===== src/rtl/ualign_merge.sv =====
module ualign_merge #(
  parameter int ADDR_W = 32,
  parameter int WORD_W = 32
) (
  input  logic              clk,
  input  logic              rst_n,
  input  logic              req_valid,
  input  logic [1:0]        req_op,
  input  logic [ADDR_W-1:0] req_addr,
  input  logic [WORD_W-1:0] req_reg,
  output logic [ADDR_W-3:0] mem_word_addr,
  input  logic [WORD_W-1:0] mem_rdata,
  output logic              res_valid,
  output logic [WORD_W-1:0] res_data,
  output logic              res_fault
);
  localparam int LANES = WORD_W / 8;
  localparam int OFS_W = $clog2(LANES);
  localparam logic [1:0] OP_PLAIN = 2'b00;
  localparam logic [1:0] OP_LEFT  = 2'b01;
  localparam logic [1:0] OP_RIGHT = 2'b10;

  logic [OFS_W-1:0]  ofs;
  logic [7:0]        wbyte [LANES];
  logic [WORD_W-1:0] merged;
  logic              fault;

  assign ofs           = req_addr[OFS_W-1:0];
  assign mem_word_addr = req_addr[ADDR_W-1:OFS_W];
  assign fault         = (req_op == OP_PLAIN) && (ofs != '0);

  for (genvar j = 0; j < LANES; j++) begin : g_bytes
    assign wbyte[j] = mem_rdata[WORD_W-1-8*j -: 8];
  end

  for (genvar i = 0; i < LANES; i++) begin : g_lane
    logic [7:0] old_b;
    logic [7:0] new_b;
    int         src;
    assign old_b = req_reg[WORD_W-1-8*i -: 8];
    always_comb begin
      new_b = old_b;
      src   = 0;
      case (req_op)
        OP_PLAIN: if (ofs == '0) new_b = wbyte[i];
        OP_LEFT: begin
          src = i + int'(ofs);
          if (src < LANES) new_b = wbyte[src[OFS_W-1:0]];
        end
        OP_RIGHT: begin
          src = i + int'(ofs) - (LANES - 1);
          if (src >= 0) new_b = wbyte[src[OFS_W-1:0]];
        end
        default: new_b = old_b;
      endcase
    end
    assign merged[WORD_W-1-8*i -: 8] = new_b;
  end

  always_ff @(posedge clk or negedge rst_n) begin
    if (!rst_n) begin
      res_valid <= 1'b0;
      res_data  <= '0;
      res_fault <= 1'b0;
    end else begin
      res_valid <= req_valid;
      if (req_valid) begin
        res_data  <= merged;
        res_fault <= fault;
      end
    end
  end
endmodule


===== config.mk =====
export PLATFORM = sky130hd
export DESIGN_NAME = ualign_merge
export DESIGN_NICKNAME = d
export VERILOG_FILES = /design/src/rtl/ualign_merge.sv
export SDC_FILE = /design/constraint.sdc
export NUM_CORES = 1
export LEC_CHECK = 0
export CAP_MARGIN = 20
export CELL_PAD_IN_SITES_DETAIL_PLACEMENT = 1
export CELL_PAD_IN_SITES_GLOBAL_PLACEMENT = 1
export CORE_ASPECT_RATIO = 1.25
export CORE_MARGIN = 2
export CORE_UTILIZATION = 25
export CTS_BUF_LIST = sky130_fd_sc_hd__clkbuf_8
export DETAILED_ROUTE_END_ITERATION = 16
export DONT_BUFFER_PORTS = 1
export PLACE_DENSITY_LB_ADDON = 0.2
export SKIP_LAST_GASP = 1
export SLEW_MARGIN = 5
export SYNTH_ARGS = -nofsm -noshare
export SYNTH_HDL_FRONTEND = slang
export SYNTH_SLANG_ARGS = --single-unit

===== constraint.sdc =====
create_clock -name clk -period 1.25 [get_ports clk]
set_input_delay 0.1875 -clock clk [delete_from_list [all_inputs] [get_ports clk]]
set_output_delay 0.1875 -clock clk [all_outputs]
set_load 0.02 [all_outputs]

==> results of run 1 <==
[layer usage]
layer / up-vias / wire length (µm) / global-route usage, %
li1: 1698 / - / -
met1: 1856 / 6780 / 24.6
met2: 98 / 8110 / 33.8
met3: 22 / 1050 / 5.24
met4: 0 / 312 / 6.48
met5: - / 0 / 0
[final cells by class]
type | count | area [µm²]
clock buffer | 5 | 68.8
fill | 1658 | 9810
timing repair buffer | 83 | 681
inverter | 9 | 40.0
multi-input combinational | 331 | 2720
clock inverter | 2 | 10.0
sequential | 34 | 851
tap | 178 | 223
[flip-flops by register name, indices dropped and copies added, names as in the netlist]
name / count
res_fault: 1
res_data: 32
res_valid: 1
[layout by cell type (no fill, tap or decap), types with 4 or more instances in the layout]
| cell | instances |
|---|---|
| o21ai_0 | 19 |
| a41oi_1 | 6 |
| mux2i_4 | 12 |
| a22oi_1 | 5 |
| nor2_1 | 38 |
| o211ai_1 | 5 |
| nand3_1 | 6 |
| a211oi_2 | 5 |
| mux2_2 | 10 |
| mux2i_1 | 31 |
| nand2_1 | 32 |
| a211oi_1 | 7 |
| o2bb2ai_1 | 5 |
| a22o_1 | 4 |
| mux2_4 | 9 |
| mux2i_2 | 9 |
| clkbuf_8 | 5 |
| o221a_2 | 5 |
| a221o_1 | 8 |
| dfrtp_1 | 34 |
| buf_4 | 74 |
| a21o_1 | 6 |
| a221oi_1 | 14 |
| buf_6 | 4 |
| a21oi_1 | 27 |
| inv_1 | 7 |
| o22ai_1 | 21 |
| nand2b_1 | 5 |
[final timing paths]
check / startpoint / end / slack, ns / cells after the start
max in group asynchronous: rst_n / res_data[29] / 0.72 / 2
hold / removal: req_valid / res_data[20] / 0.01 / 1
setup reg to reg: res_data[13] / res_data[13] / 0.34 / 1
setup / recovery: req_addr[1] / res_data[31] / -0.26 / 8
hold reg to reg: res_data[7] / res_data[7] / 0.64 / 2
min in group asynchronous: rst_n / res_fault / 0.33 / 2
[logic make-up (layout without fill, tap and decap cells)]
| family | after synthesis | in the layout | share of synthesized area (%) |
|---|---|---|---|
| AO/OA/AOI/OAI | 158 | 158 | 31.1 |
| adder cells (fa/ha/maj) | 5 | 5 | 1.69 |
| buffers and inverters | 76 | 99 | 12.9 |
| flip-flops | 34 | 34 | 23.0 |
| multiplexers | 71 | 71 | 19.9 |
| AND/OR/NAND/NOR | 96 | 97 | 11.4 |
[per-stage QoR]
stage               instance area, µm²  util (%)  hold WS (ns)  TNS, ns
floorplan                         3800         -        -0.108   -19.34
global placement                  4120      28.6        -0.107   -14.64
detailed placement                4120      28.6        -0.107   -15.67
CTS                               4390      30.5        0.0121    -3.55
global route                      4600      31.9       0.00736    -6.81
finish                            4600      31.9        0.0146    -5.26
[repair_timing]
action | 4_1_cts | 5_1_grt
hold endpoints to repair | 39 | 0
gates resized for setup | 28 | 29
pin swaps | 1 | 8
cloned | 0 | 1
endpoints found under the setup margin | 32 | 32
hold buffers | 3 | 0
setup buffers | 1 | 6
[power by group through the flow]
stage	Clock, mW	Combinational (mW)	Sequential, mW
floorplan	0	1.06	1.54
global placement	0	1.24	1.57
detailed placement	0	1.26	1.58
CTS	0.901	1.40	1.56
global route	0.953	1.61	1.58
finish	0.843	1.50	1.55
==> metrics.txt, run 1 <==
first-pass GRT wire length 24.4 mm; Root Driver clkbuf_8; DRC 0; htree depth 2; clk sinks 34; violated checks negative setup slack; Core Area 14400 µm²; sequential share of power 39.9%; fmax 664 MHz; WP data arrival between 1.5 and 2 ns; synth warn 0; routed wire length around 16 mm; CTS tree built; worst-margin pin slew 0.536 ns; Die W around 110 µm; Area Overhead vs Synth 24.3%; DIE HEIGHT 140 µm; CP top delay family multiplexers; required time worst endpoint 1.44 ns; Crit-path slowest cell ha_4; CTS clk-pin slew, worst paths 0.08 ns; top cells by count, synth mux2i_1, nor2_1, buf_4; Longest Clk Path Bufs 2; GRT Total Usage 19.9%; largest net degree at the start of global routing 43; Tot Pwr 3.89 mW; Port Buf Inserts 0; layout cells sized above 1 34.3%; post-route minimum period 1.51 ns; Avg Cell Area, Syn 8.40 µm²; Pleak 1.82 nW; Final setup violation count 32; CP max stage delay 0.35 ns; part of the cycle the worst path needs 120%; cell count after placement 624; Final Skew 0 ns; total of max-cap violations 0; Rows between 40 and 50; DR vias/cell 5.72; worst-path maximum fanout 32; Slew Limit Fails 0; Yosys top cell area share 23.0%; sw frac approximately 38%; total gr overflow 0; status finished, violations left; logic gate share of total power 38.4%; worst-skew pair later-pin latency 0.30 ns; top-count cell post-synth mux2i_1; initial antenna violation count 0; RSZ-0062 raised after global routing true; dominant cell type by area after synthesis dfrtp_1; worst path cell trace clkinvlp_4, ha_4, buf_12, mux2i_1, mux2i_1, a21o_1, o21ai_0, a21oi_1; vias 3674; Psw 1.47 mW; WS Path Type in2reg; clock buffer count from CTS 5; Seq cells post-synth 34; post-route antenna net violation count 0; Main synth FF type dfrtp_1; die area 15800 µm²; Async S/R FF share, synth 100%; most frequent CP cell mux2i_1; most area-consuming cells after synthesis dfrtp_1, mux2i_1, buf_4, mux2_2, nor2_1; Worst setup EP type register; Place WS -0.584 ns; Pwr Density around 850 nW/µm²; Initial Util 25.7%; post-route setup slack -0.255 ns; Antenna Cells 0; Wirelength per Cell 25.3 µm; Syn Nets 546; hold crit path type in2reg; Synth cell types 48; final hold vios 0; GP Congestion 0.868; Clock power frac 21.7%; vias in the first global route 3964; Top Ports around 170; post-synthesis cell area between 3000 and 4000 µm²; Synth Instances 440; Peak supply drop 0.411 mV; post-DP HPWL roughly 12 mm; relative slew slack about 64%; Worst Path Buf+Inv 2; initial DRC count about 170; register area share after synthesis 23.0%; DR pass1 iterations 4; critical path startpoint category primary input; Post-synth EDFFs 0; final non-filler cell total 642; fin nets 570; internal power ~2.4 mW
(Power assumes the default switching activity.)
==> inputs of run 2 (changes only) <==
Clock period 1.25 ns to 1.7 ns, I/O delays scaled along.
==> metrics.txt, run 2 (synthesized netlist as in run 1, its figures left out) <==
critical path startpoint category primary input; clock buffer count from CTS 5 (unchanged); Final Skew 0 ns (unchanged); initial antenna violation count 0 (unchanged); Die W 113 µm (unchanged); Wirelength per Cell 24.9 µm (-1.5%); most common cell after layout, fill and taps aside mux2i_1; Place WS -0.127 ns (+0.457 ns); Slew Limit Fails 0 (unchanged); clk sinks 34 (unchanged); final hold vios 0 (unchanged); WS Path Type in2reg; Port Buf Inserts 0 (unchanged); routed wire length 15.2 mm (-6.2%); Rows 49 (unchanged); post-route antenna net violation count 0 (unchanged); Longest Clk Path Bufs 2 (unchanged); Post-CTS Hold Buffers 3 (unchanged); status completed; RSZ-0062 raised after global routing false; Post-CTS Setup Inserts 0 (-1); total of max-cap violations 0 (unchanged); largest net degree at the start of global routing 47 (+9.3%); Most flops, register res_data; final non-filler cell total 611 (-4.8%); placed instance area 3920 µm² (-4.7%); worst hold slack 0.0739 ns (+0.0592 ns); worst-skew pair later-pin latency 0.31 ns (about the same); DR vias/cell 5.70 (-0.39%); part of the cycle the worst path needs 89.6%; Largest regs res_data: 32 flops, res_fault: 1 flops, res_valid: 1 flops; total gr overflow 0 (unchanged); CTS tree built; GP Congestion 0.821 (-5.4%); WP data arrival 1.72 ns (+0.03 ns); Initial Util 25.7% (unchanged); layout cells sized above 1 21.7% (-13 points); relative slew slack 61.4% (-2.7 points); Top Ports 165 (unchanged); worst-path maximum fanout 32 (unchanged); max reg flops 32 (unchanged); vias in the first global route 3799 (-4.2%); vias 3483 (-5.2%); Antenna Cells 0 (unchanged); htree depth 2 (unchanged); fmax 657 MHz; post-route minimum period 1.52 ns; Final setup violation count 0 (-100%); fin util 28.3% (-3.6 points); DRC 0 (unchanged); first-pass GRT wire length 23.7 mm (-2.8%); Peak supply drop 0.280 mV (-32%); Pwr Density 693 nW/µm² (-18%); Fillers 1688 (+1.8%); cell count after placement 600 (-3.8%); die area 15800 µm² (unchanged); Area Overhead vs Synth 10.2%; GRT Total Usage 19.2% (-0.71 points); cts repair resizes 0 (-100%); required time worst endpoint 1.89 ns (+0.45 ns); worst-margin pin slew 0.577 ns (+0.0411 ns); initial DRC count 194 (+17%); most frequent cells in the layout mux2i_1, buf_4, nor2_1, dfrtp_1, nand2_1; post-route setup slack 0.177 ns (+0.432 ns); DIE HEIGHT 140 µm (unchanged); CTS clk-pin slew, worst paths 0.09 ns (about the same); Pleak 1.67 nW (-8.3%); fin nets 538 (-5.6%); hold crit path type in2reg; Worst setup EP type register; DR pass1 iterations 4 (unchanged); Root Driver clkbuf_8; design area 4070 µm² (-11%); Core Area 14400 µm² (unchanged); post-DP HPWL 11.3 mm (-6.7%)
==> run 2: cell types whose count changed in the layout (fill, tap and decap cells not counted), sizes merged <==
| cell | change |
|---|---|
| clkbuf | +3 |
| inv | +1 |
| and2 | -1 |
| buf | -31 |
| clkinvlp | -1 |
| clkinv | -2 |
==> run 2: power breakdown <==
group	total, mW	internal, mW	switching [mW]
sequential	1.15	0.919	0.231
clock	0.774	0.411	0.363
combinational	0.899	0.461	0.438
==> run 2: path summary, 6_finish.rpt <==
check                                   from           end  slack, ns  depth (start not counted)
worst max register to register     res_fault     res_fault       0.81                          1
worst max-delay path             req_addr[1]   res_data[8]       0.18                          9
max in group asynchronous              rst_n  res_data[26]       1.10                          2
min in group asynchronous              rst_n  res_data[22]       0.40                          2
worst min-delay path               req_valid  res_data[21]       0.07                          1
worst min register to register  res_data[22]  res_data[22]       0.66                          2
==> run 2: layout make-up <==
cell class | instances | area, µm² | area share (%)
Inverter | 9 | 36.3 | 0.891
Clock buffer | 8 | 110 | 2.70
Tap cell | 178 | 223 | 5.47
Multi-Input combinational cell | 330 | 2420 | 59.4
Sequential cell | 34 | 851 | 20.9
Timing Repair Buffer | 52 | 433 | 10.6
==> run 2: worst max-delay path: stages <==
cell     delay, ns
inv_1         0.07
ha_4          0.31
buf_12        0.14
buf_4         0.11
mux2i_1       0.23
mux2i_1       0.17
mux2_4        0.30
nand2_1       0.06
a21oi_1       0.05
==> run 2: layer usage <==
| layer | vias to the layer above | global-route usage (%) | part of all wire [%] |
|---|---|---|---|
| met5 | - | 0 | 0 |
| met4 | 0 | 4.30 | 0.75 |
| met3 | 8 | 4.28 | 6.6 |
| met2 | 89 | 32.4 | 48 |
| met1 | 1763 | 25.1 | 44 |
| li1 | 1623 | - | - |
==> run 2: stage by stage <==
step / setup TNS [ns] / total power, mW
4_1_cts: 0 / 2.87
3_3_place_gp: -0.807 / 2.02
6_report: 0 / 2.82
2_1_floorplan: -6.99 / 1.91
3_5_place_dp: -1.43 / 2.04
5_1_grt: 0 / 3.00
